### config.mk
export PLATFORM = sky130hd
export DESIGN_NAME = sram_wr_ctrl
export DESIGN_NICKNAME = d
export VERILOG_FILES = /design/src/rtl/sram_wr_pkg.sv /design/src/rtl/sram_wr_seq.sv /design/src/rtl/sram_wr_pins.sv /design/src/rtl/sram_wr_dpath.sv /design/src/rtl/sram_wr_ctrl.sv
export SDC_FILE = /design/constraint.sdc
export NUM_CORES = 1
export LEC_CHECK = 0
export CORE_MARGIN = 4
export CORE_UTILIZATION = 25
export CTS_BUF_LIST = sky130_fd_sc_hd__clkbuf_8 sky130_fd_sc_hd__clkbuf_16
export DETAILED_ROUTE_END_ITERATION = 10
export GPL_TIMING_DRIVEN = 0
export REMOVE_ABC_BUFFERS = 1
export SLEW_MARGIN = 20
export SYNTH_ARGS = -nofsm -noshare
export SYNTH_HDL_FRONTEND = slang
export SYNTH_SLANG_ARGS = --single-unit
### constraint.sdc
create_clock -name clk_i -period 2 [get_ports clk_i]
set_input_delay 0.3 -clock clk_i [delete_from_list [all_inputs] [get_ports clk_i]]
set_output_delay 0.3 -clock clk_i [all_outputs]
set_load 0.005 [all_outputs]
### src/rtl/sram_wr_pkg.sv
package sram_wr_pkg;

  typedef enum logic [1:0] {
    PH_IDLE  = 2'd0,
    PH_WRITE = 2'd1,
    PH_TERM  = 2'd2,
    PH_PAD   = 2'd3
  } phase_e;

  // nanosecond minimums of one speed grade
  typedef struct packed {
    int unsigned cyc;       // address to address
    int unsigned cs_lead;   // chip select low before write end
    int unsigned addr_lead; // address valid before write end
    int unsigned we_pulse;  // write enable low width
    int unsigned d_setup;   // data valid before write end
    int unsigned q_off;     // memory output turn-off after we falls
  } tim_ns_t;

  function automatic tim_ns_t grade_ns(input int unsigned grade);
    tim_ns_t t;
    case (grade)
      35:      t = '{cyc: 35, cs_lead: 25, addr_lead: 25, we_pulse: 25, d_setup: 20, q_off: 10};
      45:      t = '{cyc: 45, cs_lead: 35, addr_lead: 35, we_pulse: 35, d_setup: 20, q_off: 20};
      default: t = '{cyc: 55, cs_lead: 45, addr_lead: 45, we_pulse: 40, d_setup: 25, q_off: 20};
    endcase
    return t;
  endfunction

  // ceiling division; any nonzero interval gets at least one cycle
  function automatic int unsigned ns_to_cyc(input int unsigned ns, input int unsigned per);
    int unsigned p;
    p = (per == 0) ? 1 : per;
    if (ns == 0) return 0;
    return (ns + p - 1) / p;
  endfunction

  function automatic int unsigned umax(input int unsigned a, input int unsigned b);
    return (a > b) ? a : b;
  endfunction

endpackage

### src/rtl/sram_wr_seq.sv
module sram_wr_seq
  import sram_wr_pkg::*;
#(
  parameter int unsigned WR_CYC  = 12,
  parameter int unsigned PAD_CYC = 0,
  parameter int unsigned CNT_W   = 4
) (
  input  logic             clk_i,
  input  logic             rst_ni,
  input  logic             req_i,
  output logic             rdy_o,
  output logic             load_o,
  output phase_e           ph_d_o,
  output logic [CNT_W-1:0] cnt_d_o
);

  localparam logic [CNT_W-1:0] WR_LAST  = CNT_W'(WR_CYC - 1);
  localparam logic [CNT_W-1:0] PAD_LAST = CNT_W'(PAD_CYC - 1);

  phase_e           ph_q, ph_d;
  logic [CNT_W-1:0] cnt_q, cnt_d;

  always_comb begin
    ph_d   = ph_q;
    cnt_d  = cnt_q;
    load_o = 1'b0;
    unique case (ph_q)
      PH_IDLE: begin
        if (req_i) begin
          load_o = 1'b1;
          ph_d   = PH_WRITE;
          cnt_d  = '0;
        end
      end
      PH_WRITE: begin
        if (cnt_q == WR_LAST) begin
          ph_d  = PH_TERM;
          cnt_d = '0;
        end else begin
          cnt_d = cnt_q + 1'b1;
        end
      end
      PH_TERM: begin
        ph_d  = (PAD_CYC > 0) ? PH_PAD : PH_IDLE;
        cnt_d = '0;
      end
      PH_PAD: begin
        if (cnt_q == PAD_LAST) begin
          ph_d  = PH_IDLE;
          cnt_d = '0;
        end else begin
          cnt_d = cnt_q + 1'b1;
        end
      end
      default: begin
        ph_d  = PH_IDLE;
        cnt_d = '0;
      end
    endcase
  end

  always_ff @(posedge clk_i or negedge rst_ni) begin
    if (!rst_ni) begin
      ph_q  <= PH_IDLE;
      cnt_q <= '0;
    end else begin
      ph_q  <= ph_d;
      cnt_q <= cnt_d;
    end
  end

  assign rdy_o   = (ph_q == PH_IDLE);
  assign ph_d_o  = ph_d;
  assign cnt_d_o = cnt_d;

endmodule

### src/rtl/sram_wr_pins.sv
module sram_wr_pins
  import sram_wr_pkg::*;
#(
  parameter bit          CS_END      = 1'b0,
  parameter bit          OE_KEEP_LOW = 1'b0,
  parameter int unsigned HZ_CYC      = 5,
  parameter int unsigned CNT_W       = 4
) (
  input  logic             clk_i,
  input  logic             rst_ni,
  input  phase_e           ph_d_i,
  input  logic [CNT_W-1:0] cnt_d_i,
  output logic             cs_no,
  output logic             we_no,
  output logic             oe_no,
  output logic             data_oe_o
);

  logic wr_d, term_d;
  logic cs_n_d, we_n_d, doe_d;

  assign wr_d   = (ph_d_i == PH_WRITE);
  assign term_d = (ph_d_i == PH_TERM);

  // the strobe that ends the write rises on entry to PH_TERM, the other one cycle later
  if (CS_END) begin : g_cs_end
    assign cs_n_d = ~wr_d;
    assign we_n_d = ~(wr_d | term_d);
  end else begin : g_we_end
    assign cs_n_d = ~(wr_d | term_d);
    assign we_n_d = ~wr_d;
  end

  if (OE_KEEP_LOW) begin : g_oe_low
    assign doe_d = wr_d & (cnt_d_i >= CNT_W'(HZ_CYC));
    assign oe_no = 1'b0;
  end else begin : g_oe_high
    assign doe_d = wr_d;
    assign oe_no = 1'b1;
  end

  // registered strobes: glitch-free pins
  always_ff @(posedge clk_i or negedge rst_ni) begin
    if (!rst_ni) begin
      cs_no     <= 1'b1;
      we_no     <= 1'b1;
      data_oe_o <= 1'b0;
    end else begin
      cs_no     <= cs_n_d;
      we_no     <= we_n_d;
      data_oe_o <= doe_d;
    end
  end

endmodule

### src/rtl/sram_wr_dpath.sv
module sram_wr_dpath #(
  parameter int unsigned ADDR_W = 19,
  parameter int unsigned DATA_W = 8
) (
  input  logic              clk_i,
  input  logic              rst_ni,
  input  logic              load_i,
  input  logic [ADDR_W-1:0] addr_i,
  input  logic [DATA_W-1:0] wdata_i,
  output logic [ADDR_W-1:0] addr_o,
  output logic [DATA_W-1:0] data_o
);

  always_ff @(posedge clk_i or negedge rst_ni) begin
    if (!rst_ni) begin
      addr_o <= '0;
      data_o <= '0;
    end else if (load_i) begin
      addr_o <= addr_i;
      data_o <= wdata_i;
    end
  end

endmodule

### src/rtl/sram_wr_ctrl.sv
module sram_wr_ctrl
  import sram_wr_pkg::*;
#(
  parameter int unsigned CLK_PERIOD_NS = 4,
  parameter int unsigned SPEED_GRADE   = 55,
  parameter int unsigned ADDR_W        = 19,
  parameter int unsigned DATA_W        = 8,
  parameter bit          CS_END        = 1'b0,
  parameter bit          OE_KEEP_LOW   = 1'b0
) (
  input  logic              clk_i,
  input  logic              rst_ni,
  input  logic              req_i,
  input  logic [ADDR_W-1:0] addr_i,
  input  logic [DATA_W-1:0] wdata_i,
  output logic              rdy_o,
  output logic [ADDR_W-1:0] mem_addr_o,
  output logic [DATA_W-1:0] mem_data_o,
  output logic              mem_data_oe_o,
  output logic              mem_cs_no,
  output logic              mem_we_no,
  output logic              mem_oe_no
);

  localparam tim_ns_t     TIM     = grade_ns(SPEED_GRADE);
  localparam int unsigned CYC_C   = ns_to_cyc(TIM.cyc,       CLK_PERIOD_NS);
  localparam int unsigned CSL_C   = ns_to_cyc(TIM.cs_lead,   CLK_PERIOD_NS);
  localparam int unsigned ADL_C   = ns_to_cyc(TIM.addr_lead, CLK_PERIOD_NS);
  localparam int unsigned PWE_C   = ns_to_cyc(TIM.we_pulse,  CLK_PERIOD_NS);
  localparam int unsigned DSU_C   = ns_to_cyc(TIM.d_setup,   CLK_PERIOD_NS);
  localparam int unsigned HZ_CYC  = OE_KEEP_LOW ? ns_to_cyc(TIM.q_off, CLK_PERIOD_NS) : 0;
  localparam int unsigned DWIN_C  = HZ_CYC + DSU_C;
  localparam int unsigned WR_CYC  = umax(umax(umax(PWE_C, ADL_C), umax(CSL_C, DWIN_C)), 1);
  // write + terminate + one idle accept cycle must cover the full cycle time
  localparam int unsigned TOT_CYC = umax(CYC_C, WR_CYC + 2);
  localparam int unsigned PAD_CYC = TOT_CYC - WR_CYC - 2;
  localparam int unsigned CNT_W   = $clog2(umax(WR_CYC, PAD_CYC) + 1);

  logic             load;
  phase_e           ph_d;
  logic [CNT_W-1:0] cnt_d;

  sram_wr_seq #(
    .WR_CYC (WR_CYC),
    .PAD_CYC(PAD_CYC),
    .CNT_W  (CNT_W)
  ) u_seq (
    .clk_i  (clk_i),
    .rst_ni (rst_ni),
    .req_i  (req_i),
    .rdy_o  (rdy_o),
    .load_o (load),
    .ph_d_o (ph_d),
    .cnt_d_o(cnt_d)
  );

  sram_wr_pins #(
    .CS_END     (CS_END),
    .OE_KEEP_LOW(OE_KEEP_LOW),
    .HZ_CYC     (HZ_CYC),
    .CNT_W      (CNT_W)
  ) u_pins (
    .clk_i    (clk_i),
    .rst_ni   (rst_ni),
    .ph_d_i   (ph_d),
    .cnt_d_i  (cnt_d),
    .cs_no    (mem_cs_no),
    .we_no    (mem_we_no),
    .oe_no    (mem_oe_no),
    .data_oe_o(mem_data_oe_o)
  );

  sram_wr_dpath #(
    .ADDR_W(ADDR_W),
    .DATA_W(DATA_W)
  ) u_dpath (
    .clk_i  (clk_i),
    .rst_ni (rst_ni),
    .load_i (load),
    .addr_i (addr_i),
    .wdata_i(wdata_i),
    .addr_o (mem_addr_o),
    .data_o (mem_data_o)
  );

endmodule

# == Word level (Yosys, flattened, before mapping) ==
# Index checks and enable logic that the tools add are counted.
# word_totals
regBits,36
# classes
n_bitwise,3
addsub,1
n_reduce_logical,1
eq_ne,8
mux,10
# op_table
cell,n
$pmux W4 S4,1
$mux W4,3
$eq A4 B4 Y1 const B,2
$pmux W2 S4,1
$eq A2 B2 Y1 const B,3
$mux W2,3
$add A4 B1 Y4 const B,1
$eq A2 B1 Y1 const B,2
$logic_not A2 Y1,1
$mux W1,2
$ne A2 B2 Y1 const B,1
$not A1 Y1,2
$or A1 B1 Y1,1

# == Depth between registers and ports, before layout ==
# Gate-level depths: netlist of run 1.
# logic_depth
word_depth,6
depth_mapped,7
mapped_depth_nobuf,6

# == Modules after synthesis ==
# Synthesis of run 1 repeated with hierarchy kept, for this count alone.
# hier_totals
cells_unflattened,103
hier_area_um2,1576.5
# modules_own_cells
mod,instances,area_per_inst_um2,cells_each
sram_wr_dpath,1,1106.1,57
sram_wr_seq,1,349.1,37
sram_wr_pins,1,121.4,9

# == Worst setup path after synthesis of run 1 ==
# No wires, ideal clock.
# synth_path
path_type,reg-to-reg
startpoint,reg u_seq.ph_q[0]
endpoint,reg u_pins.cs_no
t_arrival_ns,1.345
path_slack_ns,0.572
period_less_slack_ns,1.428
required_time_ns,1.917
path_stages_with_launch,7
cell_sequence,dfrtp_1 nor2_2 and2_4 buf_6 buf_6 nand2b_1 ha_1
# synth_between
elab_chain_len,5
elab_cells_between_ends,12
cone_classes,eq/ne (5); mux (4); bitwise (2); reduce/logical (1)
# synth_lines
item,line,rtl
from (decl),sram_wr_seq.sv:20,"phase_e ph_q, ph_d;"
from (signal assigned),sram_wr_seq.sv:67,ph_q <= ph_d;
$logic_not A2 Y1 *,--,
named net rdy_o,sram_wr_ctrl.sv:16,"output logic rdy_o,"
$pmux W2 S4 *,sram_wr_seq.sv:27,unique case (ph_q)
$eq A2 B1 Y1 or $eq A2 B2 Y1 (tied branches),"sram_wr_pins.sv:22, sram_wr_pins.sv:23",
$or A1 B1 Y1 *,sram_wr_pins.sv:30,assign cs_n_d = ~(wr_d | term_d);
$not A1 Y1 *,sram_wr_pins.sv:30,
named net u_pins.cs_n_d,sram_wr_pins.sv:20,"logic cs_n_d, we_n_d, doe_d;"
to (signal assigned),sram_wr_pins.sv:49,cs_no <= cs_n_d;
to (decl),sram_wr_pins.sv:13,"output logic cs_no,"
# Mark *: on every way through the listed nets, which the timed path passes. The rest lies on a longest branch.
# A chain may end at the register's enable or synchronous reset.

# == Worst setup path after layout of run 1 ==
# layout_path
startpoint,reg u_seq.cnt_q[0]
endpoint,reg u_pins.cs_no
# layout_between
elab_chain_len,6
elab_cells_between_ends,9
cone_classes,eq/ne (4); mux (3); bitwise (2)
# layout_lines
item,line,rtl
from (decl),sram_wr_seq.sv:21,"logic [CNT_W-1:0] cnt_q, cnt_d;"
from (signal assigned),sram_wr_seq.sv:68,cnt_q <= cnt_d;
$eq A4 B4 Y1 (on tied branches),"sram_wr_seq.sv:48, sram_wr_seq.sv:36",
$mux W2 (on tied branches),"sram_wr_seq.sv:48, sram_wr_seq.sv:36",
$pmux W2 S4 *,sram_wr_seq.sv:27,
$eq A2 B1 Y1 or $eq A2 B2 Y1 (tied branches),"sram_wr_pins.sv:22, sram_wr_pins.sv:23",
$or A1 B1 Y1 *,sram_wr_pins.sv:30,
$not A1 Y1 *,sram_wr_pins.sv:30,
named net u_pins.cs_n_d,sram_wr_pins.sv:20,
# Marks and branches as above.

==> results of run 1 <==
==> path summary, 6_finish.rpt <==
kind	to	startpoint	slack [ns]
setup reg to reg	u_pins.cs_no$_DFF_PN1_	u_seq.cnt_q[0]$_DFFE_PN0P_	0.29
hold / removal	u_dpath.addr_o[8]$_DFFE_PN0P_	rst_ni	0.43
max in group asynchronous	u_pins.we_no$_DFF_PN1_	rst_ni	1.09
min in group clk_i	u_dpath.addr_o[13]$_DFFE_PN0P_	u_dpath.addr_o[13]$_DFFE_PN0P_	0.51
hold reg to reg	u_dpath.addr_o[13]$_DFFE_PN0P_	u_dpath.addr_o[13]$_DFFE_PN0P_	0.51
setup / recovery	u_pins.cs_no$_DFF_PN1_	u_seq.cnt_q[0]$_DFFE_PN0P_	0.29
==> logic make-up (layout without fill, tap and decap cells) <==
logic type               Yosys count  after routing  synth area share (%)
AO/OA/AOI/OAI                      6              6                  2.21
XOR/XNOR                           1              1                 0.596
adder cells (fa/ha/maj)            3              3                  2.56
buffers and inverters              7             73                  3.15
flip-flops                        36             36                  61.5
multiplexers                      28             28                  23.4
other                              1              1                 0.255
AND/OR/NAND/NOR                   17             17                  6.30
==> worst register-to-register path, delay by kind of cell, from the launching register on <==
family	cells	cell delay (ns)
AOI/OAI and AO/OA	1	0.48
DFF	1	0.38
and+or+nand+nor	2	0.24
adders and majority gates	2	0.53
==> through the flow <==
stage	total power [mW]	cell area [µm²]	utilization [%]	worst slack (ns)
after detailed placement	2.74	2140	38.2	0.244
after CTS	3.28	2240	40.0	0.269
final	3.22	2240	40.0	0.294
after floorplan	1.89	1430	-	0.576
after global placement	2.68	2120	37.9	-0.0847
after global routing	3.44	2240	40.0	0.227
==> flip-flops by register name, indices dropped and copies added (netlist names) <==
| signal | cells |
|---|---|
| u_dpath.addr_o | 19 |
| u_dpath.data_o | 8 |
| u_seq.cnt_q | 4 |
| u_seq.ph_q | 2 |
| u_pins.cs_no | 1 |
| u_pins.data_oe_o | 1 |
| u_pins.we_no | 1 |
==> cells in the mapped netlist <==
cell type  instances
mux2_4             8
o211ai_1           1
ha_1               3
nand2b_1           3
buf_2              1
nand3_1            2
buf_4              1
and2_1             1
nor3_1             1
nor2b_1            1
dfrtp_1           34
and2_4             1
nand2_1            6
mux2i_1            1
xor2_1             1
inv_1              3
or3b_2             1
mux2_2            19
buf_6              2
conb_1             1
nor2_2             1
dfstp_2            2
o21ai_0            5
==> power by group through the flow <==
stage          combinational [mW]  sequential [mW]  clock [mW]
6_report                     1.40             1.31       0.516
5_1_grt                      1.50             1.36       0.575
4_1_cts                      1.43             1.31       0.541
3_5_place_dp                 1.42             1.32           0
3_3_place_gp                 1.38             1.30           0
2_1_floorplan               0.564             1.33           0
==> area by class of cell <==
class	count	area [µm²]
fillers	541	3360
clock inverters	2	11.3
clock buffers	6	82.6
flip-flops and latches	36	903
well taps	72	90.1
multi-input cells	56	519
repair buffers	62	626
inverters	3	11.3
==> layer usage <==
metal,GRT usage [%],share of wire (%)
met3,2.55,5.7
met1,10.8,37
met4,3.45,0.90
met2,15.9,56
met5,0,0
==> flow_metrics.py, run 1 <==
metrics = {
    "run_status": {
        "status": "complete, no violations",
    },
    "final_layout": {
        "antenna_cells": 0,
        "mostFrequentLayoutCells": "clkdlybuf4s50_1 (59), dfrtp_1 (34), mux2_2 (19)",
        "layout_commonest_cell": "clkdlybuf4s50_1",
        "final_cells": 237,
        "area_delta_synth_final_pct": 52.7,
        "nNetsFinal": 197,
        "final_layout_size_suffix_gt1_share_pct": 24.8,
    },
    "place": {
        "gp_congestion": 0.737,
        "place_inst": 228,
        "hpwlAfterDp_um": 2440,
        "numPortBuffers": 60,
    },
    "power_and_ir_drop": {
        "internal_power_mw": 2.34,
        "switchingPower_uw": 880,
        "ir_drop_v": 0.000649,
        "p_comb_share_pct": 43.4,
        "seqPwrFrac_pct": 40.6,
        "power_leakage_nw": 0.939,
        "clkPwrFrac_pct": 16.0,
        "p_sw_share_pct": 27.3,
        "power_density_nw_per_um2": 1430,
    },
    "detailed_routing": {
        "totalWireLength_um": 3210,
        "vias": 974,
        "drt-vias-per-instance": 4.11,
        "drt_pass1_iterations": 3,
        "drt_iter0_markers": 50,
        "drc": 0,
        "avgRoutedWirePerCell_um": 13.5,
        "final_antenna_net_count": 0,
    },
    "logic_synthesis": {
        "yosys.area.top_type_share_pct": 57.9,
        "seq_area_frac_synth_pct": 61.5,
        "yosys-top-cells-area": "dfrtp_1 (58%), mux2_2 (15%), mux2_4 (8.2%)",
        "ys_warn_count": 0,
        "synth_seq_cells": 36,
        "synth_area_per_cell_um2": 14.8,
        "synth_cell_types": 23,
        "syn_inst": 99,
        "synth_top_area_cell": "dfrtp_1",
        "synthesis.area_um2": 1470,
    },
    "timing": {
        "slew_violations": 0,
        "final.setup.tns_ns": 0,
        "finalCritPeriodShare_pct": 85.3,
        "whs_ns": 0.426,
        "finalSetupViolCount": 0,
        "min_period_ns": 1.71,
        "rsz0062_at_grt": "no",
        "tightest_slew_ns": 0.553,
        "finClkSkew_ns": 0.00487,
        "fmax_ghz": 0.586,
        "slew_headroom_pct": 62.8,
        "final_hold_viol_count": 0,
    },
    "clock_network": {
        "numCtsBuffers": 5,
        "cts-root-buf": "clkbuf_8",
        "ctsResizeCount": 0,
        "cts_num_sinks": 36,
        "clk_latency_ns": 0.28,
        "clk_pin_slew_ns": 0.07,
        "htreeDepth": 2,
        "cts_tree": "done",
        "hold_buffers": 1,
        "post_cts_buffers": 0,
        "clockBufferDepth": 2,
    },
    "worst_setup_path": {
        "path_cells": "ha_1 > nand2_1 > o21ai_0 > nand2b_1 > ha_1",
        "worst-path-buf-inv": 0,
        "arrival_ns": 1.91,
        "ff2ff_path_depth": 5,
        "worstSetupPathType": "reg2reg",
        "start_kind": "flop",
        "critical_path_required_ns": 2.20,
        "critPathMaxStageDelay_ns": 0.48,
        "crit_family": "adder cells",
        "cpMostUsedCell": "ha_1",
        "path_max_fanout": 5,
        "worst-path-stages": 5,
        "slowest_stage": "o21ai_0",
        "end_kind": "flop",
    },
    "grt": {
        "globalRouteTotalUtil_pct": 9.19,
        "grt_overflow": 0,
        "grt_pass1_vias": 1038,
        "grt_max_degree": 30,
        "grt_pass1_wl_um": 5290,
        "antenna_found_initial": 0,
    },
    "floorplanning": {
        "die_w_um": 84.7,
        "initial_core_util_pct": 26.2,
        "core_area_um2": 5610,
        "dieArea_um2": 7170,
        "die_y_um": 84.7,
        "rows": 27,
        "pin_count": 62,
    },
    "min_path": {
        "worstHoldPathType": "in2async",
    },
    "run": {
        "drv_cap": 0,
    },
}
Note: power is estimated with default switching activity, not from simulation.
==> run 2: changes to the inputs <==
GPL_ROUTABILITY_DRIVEN = 0   (was not set)
==> results of run 2 <==
Same layout as run 1: the final DEF is identical, and so are final timing and power.
